[src/rtl/latchChainPkg.sv]
package latchChainPkg;

  typedef enum logic [2:0] {
    ST_INIT,
    ST_IDLE,
    ST_LOW,
    ST_HIGH,
    ST_GAP,
    ST_LATCH
  } ctrlState_e;

  // Strobes from the control to the datapath, valid for the coming edge
  typedef struct packed {
    logic load;     // capture the offered word
    logic shift;    // move to the next bit
    logic sckNext;  // shift clock level after the edge
    logic rckNext;  // register clock level after the edge
    logic clrNext;  // chain clear (active low) level after the edge
  } pathStrobe_t;

endpackage

[src/rtl/latchChainCtrl.sv]
module latchChainCtrl
  import latchChainPkg::*;
#(
  parameter int WORD_BITS = 16,
  parameter int SETUP_CYC = 2,
  parameter int HOLD_CYC  = 2,
  parameter int PULSE_CYC = 4,
  parameter int INIT_CYC  = 8
) (
  input  logic        clk,
  input  logic        rstN,
  input  logic        inValid,
  output logic        inReady,
  output pathStrobe_t strobe
);

  localparam int LOW_CYC  = (SETUP_CYC > PULSE_CYC) ? SETUP_CYC : PULSE_CYC;
  localparam int HIGH_CYC = (HOLD_CYC > PULSE_CYC) ? HOLD_CYC : PULSE_CYC;
  localparam int PH_MAX   = (LOW_CYC > HIGH_CYC) ? LOW_CYC : HIGH_CYC;
  localparam int CNT_MAX  = (PH_MAX > INIT_CYC) ? PH_MAX : INIT_CYC;
  localparam int CNT_W    = $clog2(CNT_MAX + 1);
  localparam int BIT_W    = $clog2(WORD_BITS + 1);

  localparam logic [CNT_W-1:0] LOW_LAST  = CNT_W'(LOW_CYC - 1);
  localparam logic [CNT_W-1:0] HIGH_LAST = CNT_W'(HIGH_CYC - 1);
  localparam logic [CNT_W-1:0] INIT_LAST = CNT_W'(INIT_CYC - 1);

  ctrlState_e       state, stateNext;
  logic [CNT_W-1:0] phaseCnt, cntNext;
  logic [BIT_W-1:0] bitsLeft, bitsNext;

  always_comb begin
    stateNext    = state;
    cntNext      = phaseCnt + CNT_W'(1);
    bitsNext     = bitsLeft;
    strobe.load  = 1'b0;
    strobe.shift = 1'b0;
    unique case (state)
      ST_INIT: if (phaseCnt == INIT_LAST) begin
        stateNext = ST_IDLE;
        cntNext   = '0;
      end
      ST_IDLE: begin
        cntNext = '0;
        if (inValid) begin
          stateNext   = ST_LOW;
          strobe.load = 1'b1;
          bitsNext    = BIT_W'(WORD_BITS);
        end
      end
      ST_LOW: if (phaseCnt == LOW_LAST) begin
        stateNext = ST_HIGH;
        cntNext   = '0;
      end
      ST_HIGH: if (phaseCnt == HIGH_LAST) begin
        cntNext = '0;
        if (bitsLeft > BIT_W'(1)) begin
          stateNext    = ST_LOW;
          strobe.shift = 1'b1;
          bitsNext     = bitsLeft - BIT_W'(1);
        end else begin
          stateNext = ST_GAP;
        end
      end
      ST_GAP: if (phaseCnt == LOW_LAST) begin
        stateNext = ST_LATCH;
        cntNext   = '0;
      end
      ST_LATCH: if (phaseCnt == HIGH_LAST) begin
        stateNext = ST_IDLE;
        cntNext   = '0;
      end
      default: begin
        stateNext = ST_INIT;
        cntNext   = '0;
      end
    endcase
    strobe.sckNext = (stateNext == ST_HIGH);
    strobe.rckNext = (stateNext == ST_LATCH);
    strobe.clrNext = (stateNext != ST_INIT);
  end

  always_ff @(posedge clk or negedge rstN) begin
    if (!rstN) begin
      state    <= ST_INIT;
      phaseCnt <= '0;
      bitsLeft <= '0;
    end else begin
      state    <= stateNext;
      phaseCnt <= cntNext;
      bitsLeft <= bitsNext;
    end
  end

  assign inReady = (state == ST_IDLE);

endmodule

[src/rtl/latchChainPath.sv]
module latchChainPath
  import latchChainPkg::*;
#(
  parameter int WORD_BITS = 16
) (
  input  logic                 clk,
  input  logic                 rstN,
  input  pathStrobe_t          strobe,
  input  logic [WORD_BITS-1:0] inWord,
  output logic                 serData,
  output logic                 shiftClk,
  output logic                 latchClk,
  output logic                 chainClrN
);

  logic [WORD_BITS-1:0] shiftReg;

  always_ff @(posedge clk or negedge rstN) begin
    if (!rstN) begin
      shiftReg  <= '0;
      shiftClk  <= 1'b0;
      latchClk  <= 1'b0;
      chainClrN <= 1'b0;
    end else begin
      if (strobe.load) begin
        shiftReg <= inWord;
      end else if (strobe.shift) begin
        shiftReg <= {shiftReg[WORD_BITS-2:0], 1'b0};
      end
      shiftClk  <= strobe.sckNext;
      latchClk  <= strobe.rckNext;
      chainClrN <= strobe.clrNext;
    end
  end

  assign serData = shiftReg[WORD_BITS-1];

endmodule

[src/rtl/latchChainDimmer.sv]
module latchChainDimmer #(
  parameter int PWM_BITS = 8
) (
  input  logic                clk,
  input  logic                rstN,
  input  logic [PWM_BITS-1:0] dimDuty,
  output logic                enableN
);

  logic [PWM_BITS-1:0] pwmCnt;

  always_ff @(posedge clk or negedge rstN) begin
    if (!rstN) begin
      pwmCnt  <= '0;
      enableN <= 1'b1;
    end else begin
      pwmCnt  <= pwmCnt + PWM_BITS'(1);
      enableN <= (pwmCnt >= dimDuty);
    end
  end

endmodule

[src/rtl/latchChainDriver.sv]
module latchChainDriver
  import latchChainPkg::*;
#(
  parameter int WORD_BITS = 16,
  parameter int SETUP_CYC = 2,
  parameter int HOLD_CYC  = 2,
  parameter int PULSE_CYC = 4,
  parameter int INIT_CYC  = 8,
  parameter int PWM_BITS  = 8
) (
  input  logic                 clk,
  input  logic                 rstN,
  input  logic                 inValid,
  output logic                 inReady,
  input  logic [WORD_BITS-1:0] inWord,
  input  logic [PWM_BITS-1:0]  dimDuty,
  output logic                 serData,
  output logic                 shiftClk,
  output logic                 latchClk,
  output logic                 chainClrN,
  output logic                 enableN
);

  pathStrobe_t strobe;

  latchChainCtrl #(
    .WORD_BITS(WORD_BITS),
    .SETUP_CYC(SETUP_CYC),
    .HOLD_CYC (HOLD_CYC),
    .PULSE_CYC(PULSE_CYC),
    .INIT_CYC (INIT_CYC)
  ) u_ctrl (
    .clk    (clk),
    .rstN   (rstN),
    .inValid(inValid),
    .inReady(inReady),
    .strobe (strobe)
  );

  latchChainPath #(
    .WORD_BITS(WORD_BITS)
  ) u_path (
    .clk      (clk),
    .rstN     (rstN),
    .strobe   (strobe),
    .inWord   (inWord),
    .serData  (serData),
    .shiftClk (shiftClk),
    .latchClk (latchClk),
    .chainClrN(chainClrN)
  );

  latchChainDimmer #(
    .PWM_BITS(PWM_BITS)
  ) u_dimmer (
    .clk    (clk),
    .rstN   (rstN),
    .dimDuty(dimDuty),
    .enableN(enableN)
  );

endmodule

[config.mk]
export PLATFORM = sky130hd
export DESIGN_NAME = latchChainDriver
export DESIGN_NICKNAME = d
export VERILOG_FILES = /design/src/rtl/latchChainPkg.sv /design/src/rtl/latchChainCtrl.sv /design/src/rtl/latchChainPath.sv /design/src/rtl/latchChainDimmer.sv /design/src/rtl/latchChainDriver.sv
export SDC_FILE = /design/constraint.sdc
export NUM_CORES = 1
export LEC_CHECK = 0
export ABC_AREA = 0
export BUFFER_PORTS_ARGS = -buffer_cell sky130_fd_sc_hd__clkbuf_2
export CORE_MARGIN = 5
export CORE_UTILIZATION = 48
export CTS_CLUSTER_DIAMETER = 50
export DETAILED_ROUTE_END_ITERATION = 10
export PLACE_DENSITY = 0.8
export SYNTH_ARGS = -nofsm -noshare
export SYNTH_HDL_FRONTEND = slang
export SYNTH_SLANG_ARGS = --single-unit
[constraint.sdc]
create_clock -name clk -period 2.19 [get_ports clk]
set_clock_uncertainty 0.05 [all_clocks]
set_input_delay 0.438 -clock clk [delete_from_list [all_inputs] [get_ports clk]]
set_output_delay 0.438 -clock clk [all_outputs]
set_load 0.005 [all_outputs]
==> results of run 1 <==
==> layout by cell type (no fill, tap or decap), types with 3 or more instances in the layout <==
master                      n
sky130_fd_sc_hd__inv_1     12
sky130_fd_sc_hd__a21oi_1    7
sky130_fd_sc_hd__clkbuf_2  32
sky130_fd_sc_hd__nand2_1    6
sky130_fd_sc_hd__o21ai_0    4
sky130_fd_sc_hd__buf_4      5
sky130_fd_sc_hd__xnor2_1    4
sky130_fd_sc_hd__mux2i_1   16
sky130_fd_sc_hd__dfrtp_1   39
sky130_fd_sc_hd__clkbuf_8   6
sky130_fd_sc_hd__and3_1     3
sky130_fd_sc_hd__nor2_1     9
sky130_fd_sc_hd__nand3_1   23
sky130_fd_sc_hd__ha_1      13
sky130_fd_sc_hd__xor2_1     3
sky130_fd_sc_hd__o21ai_1   17
sky130_fd_sc_hd__nor3_1     6
==> state kept, by name, indices dropped and copies added, names as in the netlist <==
name	count
u_path.shiftReg	16
u_dimmer.pwmCnt	8
u_ctrl.bitsLeft	5
u_ctrl.phaseCnt	4
u_ctrl.state	3
u_dimmer.enableN	1
u_path.chainClrN	1
u_path.latchClk	1
u_path.shiftClk	1
==> worst reg2reg max path: cells and delay by family, from the launching register on <==
kind                     cells  cell delay, ps
AND/OR/NAND/NOR              1             110
adder cells (fa/ha/maj)      1             190
buffers and inverters        2             330
AO/OA/AOI/OAI                3             750
flip-flops                   1             440
==> cells by family (layout without fill, tap and decap cells) <==
logic type / after synthesis / in the layout / synth area share (%)
compound gates: 45 / 45 / 13.2
xor+xnor: 7 / 7 / 2.79
fa+ha+maj: 13 / 13 / 7.39
buf+inv: 23 / 58 / 6.37
flops: 40 / 40 / 45.5
mux: 16 / 16 / 7.28
simple gates: 64 / 64 / 17.4
==> worst max path at each step <==
stage | start | end | slack [ps] | cells after the start
3_3_place_gp | u_ctrl.bitsLeft[1]$_DFFE_PN0P_ | u_path.shiftReg[3]$_DFFE_PN0P_ | 300 | 7
6_report | u_ctrl.bitsLeft[1]$_DFFE_PN0P_ | u_path.shiftReg[15]$_DFFE_PN0P_ | 190 | 7
5_1_grt | u_ctrl.bitsLeft[1]$_DFFE_PN0P_ | u_path.shiftReg[4]$_DFFE_PN0P_ | 100 | 7
2_1_floorplan | u_ctrl.bitsLeft[1]$_DFFE_PN0P_ | u_ctrl.bitsLeft[3]$_DFFE_PN0P_ | 360 | 7
3_5_place_dp | u_ctrl.bitsLeft[1]$_DFFE_PN0P_ | u_path.shiftReg[15]$_DFFE_PN0P_ | 200 | 7
4_1_cts | u_ctrl.bitsLeft[1]$_DFFE_PN0P_ | u_path.shiftReg[15]$_DFFE_PN0P_ | 170 | 7
==> routing by layer <==
| layer | vias to the layer above | GRT usage (%) | wire length [um] |
|---|---|---|---|
| met5 | - | 0 | 0 |
| met1 | 782 | 19.0 | 1870 |
| met4 | 0 | 4.12 | 51 |
| met3 | 6 | 5.21 | 248 |
| met2 | 40 | 22.9 | 1920 |
| li1 | 806 | - | - |
==> report_power, final <==
group | internal (mW) | switching [mW]
clock network | 0.257 | 0.241
registers | 0.919 | 0.178
logic | 0.305 | 0.341
total | 1.48 | 0.761
==> metrics by stage <==
step | utilization, % | hold slack (ps) | instances
3_3_place_gp | 53.7 | 407 | 287
4_1_cts | 55.8 | 154 | 295
5_1_grt | 55.8 | 176 | 295
3_5_place_dp | 53.7 | 410 | 287
6_report | 55.8 | 139 | 295
2_1_floorplan | - | 92.4 | 208
==> layout make-up <==
cell class,instances,area share (%)
multi-input cells,145,43.0
flip-flops and latches,40,40.7
repair buffers,37,8.03
clock buffers,8,3.66
well taps,52,2.64
inverters,13,1.98
==> results_dict.tcl, run 1 <==
set metrics [dict create \
    endpoint_kind "register" \
    clock_sink_count 40 \
    clock.fmax_mhz 499 \
    worst_ep_arrival_time_ps 2110 \
    worst_tran_pin_value_ps 494 \
    synth_enable_flop_cells 0 \
    timing.slew.headroom_pct 67.0 \
    drt_first_iter_violations 76 \
    path_clk_slew_ps 70 \
    die_h_um 77.7 \
    design.final.nets 282 \
    slowest_stage "sky130_fd_sc_hd__a2111o_1" \
    detail_route.wl_per_cell_um 13.9 \
    yosys-top-cells-count "sky130_fd_sc_hd__dfrtp_1 (39), sky130_fd_sc_hd__nand3_1 (23), sky130_fd_sc_hd__o21ai_1 (17)" \
    multi_input_area_um2 1060 \
    post-dp-hpwl_um 2960 \
    cts.path.max_buffers 2 \
    dpl-instance-area_um2 2370 \
    crit_path_cells "inv_1 -> ha_1 -> o21bai_2 -> a2111o_1 -> buf_4 -> nand3_1 -> o21ai_1" \
    nFillCells 403 \
    timing.reg2reg.worst_path_depth 7 \
    top_delay_family_on_crit_path "compound AO/OA/AOI/OAI gates" \
    syn-mean-instance-area_um2 10.6 \
    number_of_buffers_inserted_by_post_cts_setup_repair 0 \
    leakagePower_nw 1.13 \
    wire_length_of_the_first_global_routing_pass_um 7220 \
    hold_buffers 0 \
    flop_to_flop_setup_slack_ps 190 \
    mappedNetlistArea_um2 2200 \
    layout-drive-gt1-share_pct 22.2 \
    max_cap_viol_count 0 \
    grt_pass1_vias 1633 \
    grt.total_usage_pct 14.6 \
    design_area_um2 2460 \
    grt_antenna_before_repair 0 \
    synthTopCellsByArea "sky130_fd_sc_hd__dfrtp_1 (44%), sky130_fd_sc_hd__ha_1 (7.4%), sky130_fd_sc_hd__mux2i_1 (7.3%)" \
    asyncSetResetFlopFracSynth_pct 100 \
    largest_stage_delay_on_the_critical_path_ps 450 \
    pre_cts_ws_ps 196 \
    area_delta_synth_final_pct 11.9 \
    synth-warning-count 0 \
    crit_path_start_kind "register" \
    cell_with_the_most_instances_after_synthesis "sky130_fd_sc_hd__dfrtp_1" \
    wirelength_um 4090 \
    critical_path.max_fanout 18 \
    fin_tns_setup_ps 0 \
    setup.worst_path.class "reg -> reg" \
    seqCellArea_um2 1000 \
    routed_via_density 5.54 \
    clock_insertion_delay_worst_skew_ps 290 \
    die_area_um2 6040 \
    synth_top_area_share_pct 44.3 \
    reg2reg_from "u_ctrl.bitsLeft[1]$_DFFE_PN0P_" \
    status "complete, no violations" \
    proportion_of_synthesized_chip_area_in_sequential_cells_pct 45.5 \
    antenna_cells 0 \
    finalHoldViolCount 0 \
    cell_variety_after_synth 48 \
    final-setup-viol-count 0 \
    ys_ff_latch 40 \
    design_power_total_mw 2.24 \
    finalMaxSlewViolations 0 \
    timing.hold.worst.class "in -> async" \
    initial_utilization_pct 49.9 \
    r2r_end "u_path.shiftReg[15]$_DFFE_PN0P_" \
    cellPowerDensity_nw_per_um2 910 \
    post_cts_resized 0 \
    vias 1634 \
    tritoncts "built" \
    core_box_area_um2 4410 \
    vdd_ir_drop_max_mv 0.432 \
    crit_required_ps 2300 \
    htreeDepth 2 \
    post-route-drc-count 0 \
    grt_start_max_net_pins 41 \
    placement.io_buffers 32 \
    horiz_die_dim_um 77.7 \
    detailedRoute.firstPassIterationCount 4 \
    row_count 24 \
    cts_root_buf "sky130_fd_sc_hd__clkbuf_8" \
    fin_crit_ps 2000 \
    cts_made_buffers 5 \
    layout_setup_ws_ps 185 \
    pin_count 33 \
    synth.largest_area_cell "sky130_fd_sc_hd__dfrtp_1" \
    synthFlopType "sky130_fd_sc_hd__dfrtp_1" \
    drt.antenna.violating_nets 0 \
    rsz0062_at_grt "no" \
    synthesis.instances 208 \
    gpl.final_weighted_congestion 0.797 \
    grt-ovfl-total 0 \
    final_min_period_over_clock_period_pct 91.5 \
    path_buf_inv 2 \
    synth_nets 248 \
]
Note: power is estimated with default switching activity, not from simulation.
==> run 2: changes to the inputs <==
--- a/config.mk
+++ b/config.mk
@@ -7,11 +7,14 @@
 export LEC_CHECK = 0
 export ABC_AREA = 0
 export BUFFER_PORTS_ARGS = -buffer_cell sky130_fd_sc_hd__clkbuf_2
+export CELL_PAD_IN_SITES_DETAIL_PLACEMENT = 0
+export CELL_PAD_IN_SITES_GLOBAL_PLACEMENT = 1
 export CORE_MARGIN = 5
-export CORE_UTILIZATION = 48
+export CORE_UTILIZATION = 44
 export CTS_CLUSTER_DIAMETER = 50
 export DETAILED_ROUTE_END_ITERATION = 10
-export PLACE_DENSITY = 0.8
+export GPL_TIMING_DRIVEN = 0
+export PLACE_DENSITY = 0.9
 export SYNTH_ARGS = -nofsm -noshare
 export SYNTH_HDL_FRONTEND = slang
 export SYNTH_SLANG_ARGS = --single-unit
==> run 2 against run 1 <==
Effect of this change: via count shrank 0.18%; non-clock buffer count grew 5; flip-flop and latch count is the same; critical path type unchanged; largest cell class unchanged; critical path depth is the same.
==> results_dict.tcl, run 2 (synthesis results as in run 1) <==
set metrics [dict create \
    final_min_period_over_clock_period_pct 88.9 \
    vias 1631 \
    htreeDepth 2 \
    design_area_um2 2570 \
    dpl-instance-area_um2 2440 \
    placement.io_buffers 32 \
    grt_util_met1_pct 18.9 \
    pin_count 33 \
    layout-drive-gt1-share_pct 24.2 \
    design.final.nets 287 \
    detailedRoute.firstPassIterationCount 4 \
    cts.path.max_buffers 2 \
    grt_antenna_before_repair 0 \
    critical_path.max_fanout 10 \
    share_clk_of_total_power_pct 27.2 \
    row_count 25 \
    p_int_mw 1.66 \
    max_cap_viol_count 0 \
    worst_ep_arrival_time_ps 2120 \
    flip_flop_count_of_the_largest_register_after_layout 16 \
    timing.reg2reg.worst_path_depth 7 \
    crit_required_ps 2370 \
    detail_route.wl_per_cell_um 12.6 \
    die_h_um 80.7 \
    r2r_end "u_ctrl.bitsLeft[3]$_DFFE_PN0P_" \
    die_area_um2 6520 \
    pwr-share-seq_pct 43.8 \
    grt_busiest_layer "met2" \
    finalMaxSlewViolations 0 \
    reg2reg_from "u_ctrl.bitsLeft[1]$_DFFE_PN0P_" \
    antenna_cells 0 \
    drt.antenna.violating_nets 0 \
    grt-ovfl-total 0 \
    final-setup-viol-count 0 \
    largest_registers "u_path.shiftReg x16, u_dimmer.pwmCnt x8, u_ctrl.bitsLeft x5" \
    nFillCells 455 \
    post-route-drc-count 0 \
    clock_sink_count 40 \
    switching_share_pct 31.7 \
    grt.total_usage_pct 14.2 \
    final_common_cell "sky130_fd_sc_hd__dfrtp_1" \
    groute.layer.met3.usage_pct 4.48 \
    p_sw_uw 767 \
    leakagePower_nw 1.18 \
    post-dp-hpwl_um 2880 \
    timing.hold.worst.class "in -> async" \
    cts_made_buffers 5 \
    fin_tns_setup_ps 0 \
    drt_first_iter_violations 57 \
    core_box_area_um2 4790 \
    path_clk_slew_ps 80 \
    commonest_non_fill_non_tap_cells_in_the_layout "sky130_fd_sc_hd__dfrtp_1 (39), sky130_fd_sc_hd__clkbuf_2 (32), sky130_fd_sc_hd__nand3_1 (23), sky130_fd_sc_hd__o21ai_1 (17), sky130_fd_sc_hd__mux2i_1 (16)" \
    clock_insertion_delay_worst_skew_ps 300 \
    status "complete, no violations" \
    combinationalPowerShare_pct 29.0 \
    largest_register "u_path.shiftReg" \
    setup.worst_path.class "reg -> reg" \
    placed_cells_incl_taps 307 \
    hold_buffers 0 \
    cellPowerDensity_nw_per_um2 942 \
    grt_pass1_vias 1646 \
    endpoint_kind "register" \
    routed_via_density 5.18 \
    initial_utilization_pct 46.0 \
    area_delta_synth_final_pct 16.8 \
    met2_demand_to_capacity_share_in_global_routing_pct 21.4 \
    timing.slew.headroom_pct 35.4 \
    finalHoldViolCount 0 \
    finalNonFillerCells 315 \
    wire_length_of_the_first_global_routing_pass_um 7190 \
    fin_crit_ps 1950 \
    number_of_buffers_inserted_by_post_cts_setup_repair 0 \
    cts_root_buf "sky130_fd_sc_hd__clkbuf_8" \
    flop_to_flop_setup_slack_ps 240 \
    rsz0062_at_grt "no" \
    grt_start_max_net_pins 41 \
    clock.fmax_mhz 513 \
    vdd_ir_drop_max_mv 0.503 \
    crit_path_start_kind "register" \
    gpl.final_weighted_congestion 0.758 \
    wirelength_um 3980 \
    worst_tran_pin_value_ps 968 \
    tritoncts "built" \
    horiz_die_dim_um 80.7 \
    post_cts_resized 0 \
]
[run 2: layout make-up]
cell class	count	area, um2	area share (%)
Clock inverter	1	30.0	1.17
Inverter	13	48.8	1.90
Sequential cell	40	1000	39.0
Timing Repair Buffer	32	160	6.23
Multi-Input combinational cell	145	1060	41.2
Buffer	10	91.3	3.55
Clock buffer	7	96.3	3.75
Tap cell	67	83.8	3.26
[run 2: worst max-delay path by stage]
| stage | end | from | cells after the start |
|---|---|---|---|
| floorplan | u_ctrl.bitsLeft[3]$_DFFE_PN0P_ | u_ctrl.bitsLeft[1]$_DFFE_PN0P_ | 7 |
| global placement | u_ctrl.bitsLeft[3]$_DFFE_PN0P_ | u_ctrl.bitsLeft[1]$_DFFE_PN0P_ | 7 |
| detailed placement | u_ctrl.bitsLeft[3]$_DFFE_PN0P_ | u_ctrl.bitsLeft[1]$_DFFE_PN0P_ | 7 |
| CTS | u_ctrl.bitsLeft[3]$_DFFE_PN0P_ | u_ctrl.bitsLeft[1]$_DFFE_PN0P_ | 7 |
| global route | u_ctrl.bitsLeft[3]$_DFFE_PN0P_ | u_ctrl.bitsLeft[1]$_DFFE_PN0P_ | 7 |
| finish | u_ctrl.bitsLeft[3]$_DFFE_PN0P_ | u_ctrl.bitsLeft[1]$_DFFE_PN0P_ | 7 |
[run 2: worst max-delay path, cell delays in order (launching register included)]
cell	delay, ps
sky130_fd_sc_hd__dfrtp_1	440
sky130_fd_sc_hd__inv_1	90
sky130_fd_sc_hd__ha_1	170
sky130_fd_sc_hd__o21bai_2	200
sky130_fd_sc_hd__a2111o_1	410
sky130_fd_sc_hd__buf_6	160
sky130_fd_sc_hd__nor4_4	140
sky130_fd_sc_hd__mux2i_1	210
[run 2: power by group through the flow]
stage	registers (mW)	clock network, mW	logic (mW)
floorplan	1.04	0	0.550
global placement	1.07	0	0.688
detailed placement	1.07	0	0.711
CTS	1.06	0.675	0.711
global route	1.09	0.701	0.804
finish	1.06	0.660	0.702
[run 2: per-stage QoR]
stage | total power [mW] | util [%] | hold WS (ps) | setup slack (ps)
after floorplan | 1.59 | - | 92.4 | 358
after global placement | 1.76 | 51.1 | 410 | 272
after detailed placement | 1.78 | 51.1 | 419 | 237
after CTS | 2.45 | 53.7 | 278 | 225
after global routing | 2.59 | 53.7 | 321 | 104
final | 2.42 | 53.7 | 227 | 243
[run 2: layer usage]
layer  share of wire (%)  vias up
li1                    -      817
met1                  49      774
met2                  44       33
met3                 5.5        7
met4                 1.8        0
met5                   0        -
